### src/rtl/vlt_pkg.sv
// Package: shared types for the fail-first truncation controller.
// Assumes: nothing beyond standard SystemVerilog.
package vlt_pkg;

    // Which per-element status decides pass or fail.
    typedef enum logic {
        MODE_MEM  = 1'b0,
        MODE_COND = 1'b1
    } ff_mode_e;

    // Walk sequencer states.
    typedef enum logic [1:0] {
        ST_IDLE = 2'd0,
        ST_WALK = 2'd1,
        ST_DONE = 2'd2
    } seq_state_e;

endpackage

### src/rtl/vlt_elem_judge.sv
// Module: vlt_elem_judge
// Decides, combinationally, whether the element currently offered passes.
// Memory mode: passes when no fault is reported.
// Condition mode: passes when the selected condition bit equals the polarity.
// Assumes: CRW >= 2; sel is below CRW.
module vlt_elem_judge
    import vlt_pkg::*;
#(
    parameter int CRW = 4,
    localparam int SELW = $clog2(CRW)
) (
    input  ff_mode_e        mode,
    input  logic            fault,
    input  logic [CRW-1:0]  cond,
    input  logic [SELW-1:0] sel,
    input  logic            pol,
    output logic            pass
);

    logic [CRW-1:0] hit;
    logic           picked;

    // One-hot pick of the selected condition bit.
    for (genvar k = 0; k < CRW; k++) begin : g_pick
        assign hit[k] = (sel == SELW'(k)) & cond[k];
    end
    assign picked = |hit;

    // Per-mode pass decision.
    always_comb begin
        if (mode == MODE_MEM) pass = ~fault;
        else                  pass = (picked == pol);
    end

endmodule

### src/rtl/vlt_seq.sv
// Module: vlt_seq
// Walk sequencer. It latches the launch configuration, steps the element
// index from 0 in order, and stops at the first failing element or after the
// last one. On the stopping edge it emits a capture strobe with the new length
// and the exception flag.
// Assumes: vl_in <= VL_MAX; the status inputs are valid whenever ack is high.
module vlt_seq
    import vlt_pkg::*;
#(
    parameter int VL_MAX = 64,
    parameter int CRW    = 4,
    localparam int VLW   = $clog2(VL_MAX + 1),
    localparam int SELW  = $clog2(CRW)
) (
    input  logic            clk,
    input  logic            rst_n,
    input  logic            start,
    input  ff_mode_e        mode_in,
    input  logic [VLW-1:0]  vl_in,
    input  logic [SELW-1:0] sel_in,
    input  logic            pol_in,
    input  logic            ack,
    input  logic            pass,
    output logic            req,
    output logic [VLW-1:0]  idx,
    output logic            done,
    output ff_mode_e        mode_q,
    output logic [SELW-1:0] sel_q,
    output logic            pol_q,
    output logic [VLW-1:0]  vl_q,
    output logic            cap,
    output logic [VLW-1:0]  cap_len,
    output logic            cap_exc
);

    seq_state_e state;
    logic       launch;
    logic       last;
    logic       stop;

    assign launch = (state == ST_IDLE) && start;
    assign last   = (idx == vl_q - VLW'(1));
    assign stop   = (state == ST_WALK) && ack && (!pass || last);
    assign req    = (state == ST_WALK);
    assign done   = (state == ST_DONE);

    // State, index and latched configuration.
    always_ff @(posedge clk) begin
        if (!rst_n) begin
            state  <= ST_IDLE;
            idx    <= '0;
            vl_q   <= '0;
            mode_q <= MODE_MEM;
            sel_q  <= '0;
            pol_q  <= 1'b0;
        end else begin
            case (state)
                ST_IDLE: begin
                    if (start) begin
                        vl_q   <= vl_in;
                        mode_q <= mode_in;
                        sel_q  <= sel_in;
                        pol_q  <= pol_in;
                        idx    <= '0;
                        state  <= (vl_in == '0) ? ST_DONE : ST_WALK;
                    end
                end
                ST_WALK: begin
                    if (stop)            state <= ST_DONE;
                    else if (ack && pass) idx  <= idx + VLW'(1);
                end
                default: state <= ST_IDLE;
            endcase
        end
    end

    // Capture strobe and the result it carries.
    always_comb begin
        cap     = 1'b0;
        cap_len = vl_q;
        cap_exc = 1'b0;
        if (launch && (vl_in == '0)) begin
            cap     = 1'b1;
            cap_len = '0;
        end else if (stop) begin
            cap = 1'b1;
            if (!pass) begin
                if (mode_q == MODE_MEM && idx == '0) begin
                    cap_len = vl_q;
                    cap_exc = 1'b1;
                end else begin
                    cap_len = idx;
                end
            end
        end
    end

    // a nonzero launch begins at element 0
    p_first_elem_r1: assert property (@(posedge clk) disable iff (!rst_n)
        launch && (vl_in != '0) |=> req && (idx == '0));

    // an accepted passing element that is not the last advances the index by one
    p_idx_step_r1: assert property (@(posedge clk) disable iff (!rst_n)
        req && ack && pass && !last |=> req && (idx == $past(idx) + VLW'(1)));

    // done lasts one cycle
    p_done_pulse_r8: assert property (@(posedge clk) disable iff (!rst_n)
        done |=> !done);

    // a start while busy leaves the latched length alone
    p_busy_ignore_r9: assert property (@(posedge clk) disable iff (!rst_n)
        (state != ST_IDLE) && start |=> vl_q == $past(vl_q));

    // a zero-length launch goes straight to done without a request
    p_zero_launch_r10: assert property (@(posedge clk) disable iff (!rst_n)
        launch && (vl_in == '0) |=> done && !req);

endmodule

### src/rtl/vlt_result.sv
// Module: vlt_result
// Holds the reported length and the exception flag. It loads them on the
// sequencer's capture strobe and keeps them until the next capture.
// Assumes: cap is a single-cycle strobe followed by one done cycle.
module vlt_result
    import vlt_pkg::*;
#(
    parameter int VLW = 7
) (
    input  logic           clk,
    input  logic           rst_n,
    input  logic           cap,
    input  logic [VLW-1:0] cap_len,
    input  logic           cap_exc,
    input  logic           done,
    input  ff_mode_e       mode_q,
    input  logic [VLW-1:0] src_len,
    output logic [VLW-1:0] vl_out,
    output logic           exc_out
);

    logic exc_q;

    // Load the result registers on capture.
    always_ff @(posedge clk) begin
        if (!rst_n) begin
            vl_out <= '0;
            exc_q  <= 1'b0;
        end else if (cap) begin
            vl_out <= cap_len;
            exc_q  <= cap_exc;
        end
    end

    assign exc_out = done & exc_q;

    // an exception keeps the starting length
    p_exc_keeps_len_r2: assert property (@(posedge clk) disable iff (!rst_n)
        exc_out |-> vl_out == src_len);

    // memory mode never reports zero for a nonzero start
    p_mem_never_zero_r5: assert property (@(posedge clk) disable iff (!rst_n)
        done && (mode_q == MODE_MEM) && (src_len != '0) |-> vl_out != '0);

    // condition mode never raises an exception
    p_cond_no_exc_r4: assert property (@(posedge clk) disable iff (!rst_n)
        done && (mode_q == MODE_COND) |-> !exc_out);

endmodule

### src/rtl/vl_trunc_ctrl.sv
// Module: vl_trunc_ctrl (top)
// Fail-first vector length truncation. It walks elements in order, judges
// each from the caller's status, commits passing elements and reports the
// truncated length.
// Assumes: the caller answers each request with ack and valid status; vl_i <= VL_MAX.
module vl_trunc_ctrl
    import vlt_pkg::*;
#(
    parameter int VL_MAX = 64,
    parameter int CRW    = 4,
    localparam int VLW   = $clog2(VL_MAX + 1),
    localparam int SELW  = $clog2(CRW)
) (
    input  logic            clk,
    input  logic            rst_n,
    input  logic            start_i,
    input  logic            mode_i,
    input  logic [VLW-1:0]  vl_i,
    input  logic [SELW-1:0] sel_i,
    input  logic            pol_i,
    output logic            elem_req_o,
    output logic [VLW-1:0]  elem_idx_o,
    input  logic            elem_ack_i,
    input  logic            fault_i,
    input  logic [CRW-1:0]  cond_i,
    output logic            commit_o,
    output logic [VLW-1:0]  vl_o,
    output logic            exc_o,
    output logic            done_o
);

    ff_mode_e        mode_q;
    logic [SELW-1:0] sel_q;
    logic            pol_q;
    logic [VLW-1:0]  vl_q;
    logic            pass;
    logic            cap;
    logic [VLW-1:0]  cap_len;
    logic            cap_exc;

    vlt_elem_judge #(.CRW(CRW)) i_judge (
        .mode  (mode_q),
        .fault (fault_i),
        .cond  (cond_i),
        .sel   (sel_q),
        .pol   (pol_q),
        .pass  (pass)
    );

    vlt_seq #(.VL_MAX(VL_MAX), .CRW(CRW)) i_seq (
        .clk     (clk),
        .rst_n   (rst_n),
        .start   (start_i),
        .mode_in (ff_mode_e'(mode_i)),
        .vl_in   (vl_i),
        .sel_in  (sel_i),
        .pol_in  (pol_i),
        .ack     (elem_ack_i),
        .pass    (pass),
        .req     (elem_req_o),
        .idx     (elem_idx_o),
        .done    (done_o),
        .mode_q  (mode_q),
        .sel_q   (sel_q),
        .pol_q   (pol_q),
        .vl_q    (vl_q),
        .cap     (cap),
        .cap_len (cap_len),
        .cap_exc (cap_exc)
    );

    vlt_result #(.VLW(VLW)) i_result (
        .clk     (clk),
        .rst_n   (rst_n),
        .cap     (cap),
        .cap_len (cap_len),
        .cap_exc (cap_exc),
        .done    (done_o),
        .mode_q  (mode_q),
        .src_len (vl_q),
        .vl_out  (vl_o),
        .exc_out (exc_o)
    );

    // Commit-enable: a passing element during its handshake.
    assign commit_o = elem_req_o & elem_ack_i & pass;

    // any committed element lies below the length finally reported
    p_commit_below_vl_r6: assert property (@(posedge clk) disable iff (!rst_n)
        commit_o |=> !done_o || (vl_o > $past(elem_idx_o)));

endmodule

### config.mk
export PLATFORM = sky130hd
export DESIGN_NAME = vl_trunc_ctrl
export DESIGN_NICKNAME = d
export VERILOG_FILES = /design/src/rtl/vlt_pkg.sv /design/src/rtl/vlt_elem_judge.sv /design/src/rtl/vlt_seq.sv /design/src/rtl/vlt_result.sv /design/src/rtl/vl_trunc_ctrl.sv
export SDC_FILE = /design/constraint.sdc
export NUM_CORES = 1
export LEC_CHECK = 0
export CORE_UTILIZATION = 55
export CTS_CLUSTER_DIAMETER = 150
export DETAILED_ROUTE_END_ITERATION = 10
export DONT_BUFFER_PORTS = 1
export GPL_TIMING_DRIVEN = 0
export PLACE_DENSITY = 0.69
export SLEW_MARGIN = 30
export SYNTH_ARGS = -nofsm -noshare
export SYNTH_HDL_FRONTEND = slang
export SYNTH_SLANG_ARGS = --single-unit
### constraint.sdc
create_clock -name clk -period 4.99 [get_ports clk]
set_clock_uncertainty 0.05 [all_clocks]
set_input_delay 0.7485 -clock clk [delete_from_list [all_inputs] [get_ports clk]]
set_output_delay 0.7485 -clock clk [all_outputs]
set_load 0.05 [all_outputs]
==> results_dict.tcl <==
set metrics [dict create \
    power_frac_clock 0.247 \
    clock_path_buffers 2 \
    hold_viol 0 \
    cpMaxStageDelayCell "nor2b_1" \
    fp.dieH_um 56.51 \
    sw_frac_of_total 0.2997 \
    p_leak_uw 0.0007080 \
    core_area_um2 2781 \
    cp_slowest_stage_delay_ns 0.78 \
    die_w_um 56.51 \
    io_pins 38 \
    routed_wirelength_mm 3.503 \
    dieArea_um2 3193 \
    final_common_cell "nand2_1" \
    grt_max_degree 16 \
    gr-usage-all-layers 0.2444 \
    drv_slew 0 \
    synthesis.area_um2 1634 \
    r2r_setup_slack_ns 2.31 \
    outcome "completed" \
    start_util 0.5875 \
    cts.repair.resized 0 \
    power-per-cell-area_nw_per_um2 263.6 \
    stdcell_count 225 \
    grt_overflow_total 0 \
    clk_pin_slew_ns 0.14 \
    final_cell_mix "nand2_1 (44), dfxtp_1 (28), a21boi_0 (11), mux2i_1 (9), inv_1 (8)" \
    crit_fanout 5 \
    total_power_uw 450.6 \
    crit_type "flip-flop to output pin" \
    drc_errors 0 \
    dr_total_vias 1339 \
    final_util 0.6145 \
    rows 19 \
    firstDrtPassIters 4 \
    dpl_cell_area_um2 1673 \
    yosysWarningCount 0 \
    synth_edf_count 0 \
    postCtsSetupRepairBufs 0 \
    critPathLaunchType "flip-flop" \
    crit_arrival_ns 2.07 \
    holdCritPathClass "flip-flop to flip-flop" \
    fin_tns_setup_ns 0 \
    numCtsBuffers 3 \
    insertion_delay_ns 0.33 \
    cts_root_buffer "clkbuf_4" \
    ys.flop_type "dfxtp_1" \
    fin_area_um2 1709 \
    async_flop_share 0 \
    wire_per_inst_um 15.57 \
    synthCells 190 \
    p_seq_frac 0.549 \
    postCtsHoldBufs 0 \
    first_iter_violations 42 \
    synth_cell_types 47 \
    antenna_found_initial 0 \
    setup_viol 0 \
    intPower_uw 315.5 \
    p_switching_uw 135.1 \
    clock.fmax_mhz 348.3 \
    area_growth_pct 4.594 \
    slew_headroom 0.3580 \
    cts_tree "yes" \
    hpwl_mm 2.767 \
    synth_seq_cells 28 \
    synth_seq_area_share 0.3430 \
    path_cells "nor2b_1, and2_1" \
    port_buffers 0 \
    pwr-share-comb 0.204 \
    viasPerCell 5.951 \
    ir_drop_v 0.0001949 \
    gp_congestion 0.8805 \
    htreeDepth 1 \
    clock_sinks 28 \
    placed_cells 221 \
    timing.final.crit_period_ns 2.871 \
    grt_pass1_vias 1417 \
    fin_nets 218 \
    period_share 0.5754 \
    grt_pass1_wl_mm 6.120 \
    rsz0062_at_grt "no" \
    drive_gt1_frac 0.1031 \
    max-cap-violations 0 \
    synth_fp_nets 213 \
    cp-end-kind "output pin" \
    final_antenna_net_count 0 \
    tightest_slew_ns 0.9611 \
    synth_area_per_cell_um2 8.600 \
    antennaDiodeCount 0 \
    required_ns 4.19 \
]
[sequential cells by signal, indices dropped and copies added (netlist names)]
register,cells
i_result.exc_q,1
i_result.vl_out,7
i_seq.idx,7
i_seq.mode_q,1
i_seq.pol_q,1
i_seq.sel_q,2
i_seq.state,2
i_seq.vl_q,7
[per-stage QoR]
step	worst slack [ns]	hold slack [ns]
6_report	2.119	0.4429
5_1_grt	2.023	0.4688
4_1_cts	2.090	0.4527
3_5_place_dp	2.201	0.4192
3_3_place_gp	2.202	0.4124
2_1_floorplan	2.228	0.3985
[layout make-up]
cell class / instances / area (um2)
sequential: 28 / 560.5
multi-input combinational: 143 / 987.2
clock buffer: 4 / 36.28
inverter: 8 / 30.03
tap: 31 / 38.79
buffer: 11 / 56.30
fill: 249 / 1072
[power by group through the flow]
stage / combinational, uW / clock, uW / sequential [uW]
floorplan: 77.3 / 0 / 250
detailed placement: 91.8 / 0 / 253
global route: 102 / 124 / 249
finish: 92.0 / 111 / 248
global placement: 88.9 / 0 / 252
CTS: 92.3 / 115 / 248
[critical path: cells and delay by family (launching register included)]
family,cells,cell delay [ns]
and+or+nand+nor,2,1.33
DFF,1,0.41
[per-layer routing]
metal | global-route usage | routed length [um] | share of wire
met3 | 0.05300 | 182 | 0.052
met2 | 0.4151 | 1692 | 0.48
met1 | 0.2797 | 1499 | 0.43
met5 | 0 | 0 | 0
met4 | 0.1429 | 129 | 0.037
[path summary, 6_finish.rpt]
check / startpoint / to / depth (start not counted)
worst max-delay path: i_seq.state[1]$_SDFFE_PN0P_ / exc_o / 2
worst min-delay path: i_seq.sel_q[0]$_SDFFE_PN0P_ / i_seq.sel_q[0]$_SDFFE_PN0P_ / 2
worst max register to register: i_seq.idx[0]$_SDFFE_PN0P_ / i_result.vl_out[5]$_SDFFE_PN0P_ / 8
worst min register to register: i_seq.sel_q[0]$_SDFFE_PN0P_ / i_seq.sel_q[0]$_SDFFE_PN0P_ / 2
[cell families (layout without fill, tap and decap cells)]
family | Yosys count | in the layout | synth area share
AOI/OAI and AO/OA | 35 | 35 | 0.1738
adders and majority gates | 3 | 3 | 0.02297
buffers and inverters | 19 | 23 | 0.05283
xor gates and xnor gates | 10 | 10 | 0.06509
and+or+nand+nor | 81 | 81 | 0.2458
DFF | 28 | 28 | 0.3430
muxes | 14 | 14 | 0.09648
[synthesized netlist by cell type (4+ instances only)]
master	count	share of area
nand2_1	44	0.10
dfxtp_1	28	0.34
a21boi_0	11	0.051
mux2i_1	9	0.055
inv_1	8	0.018
xor2_1	7	0.038
a21oi_1	5	0.015
clkbuf_1	5	0.011
nor2_1	5	0.011
o211ai_1	5	0.023
mux2_1	4	0.028
or4_1	4	0.018
Power figures use the tool's default switching activity.
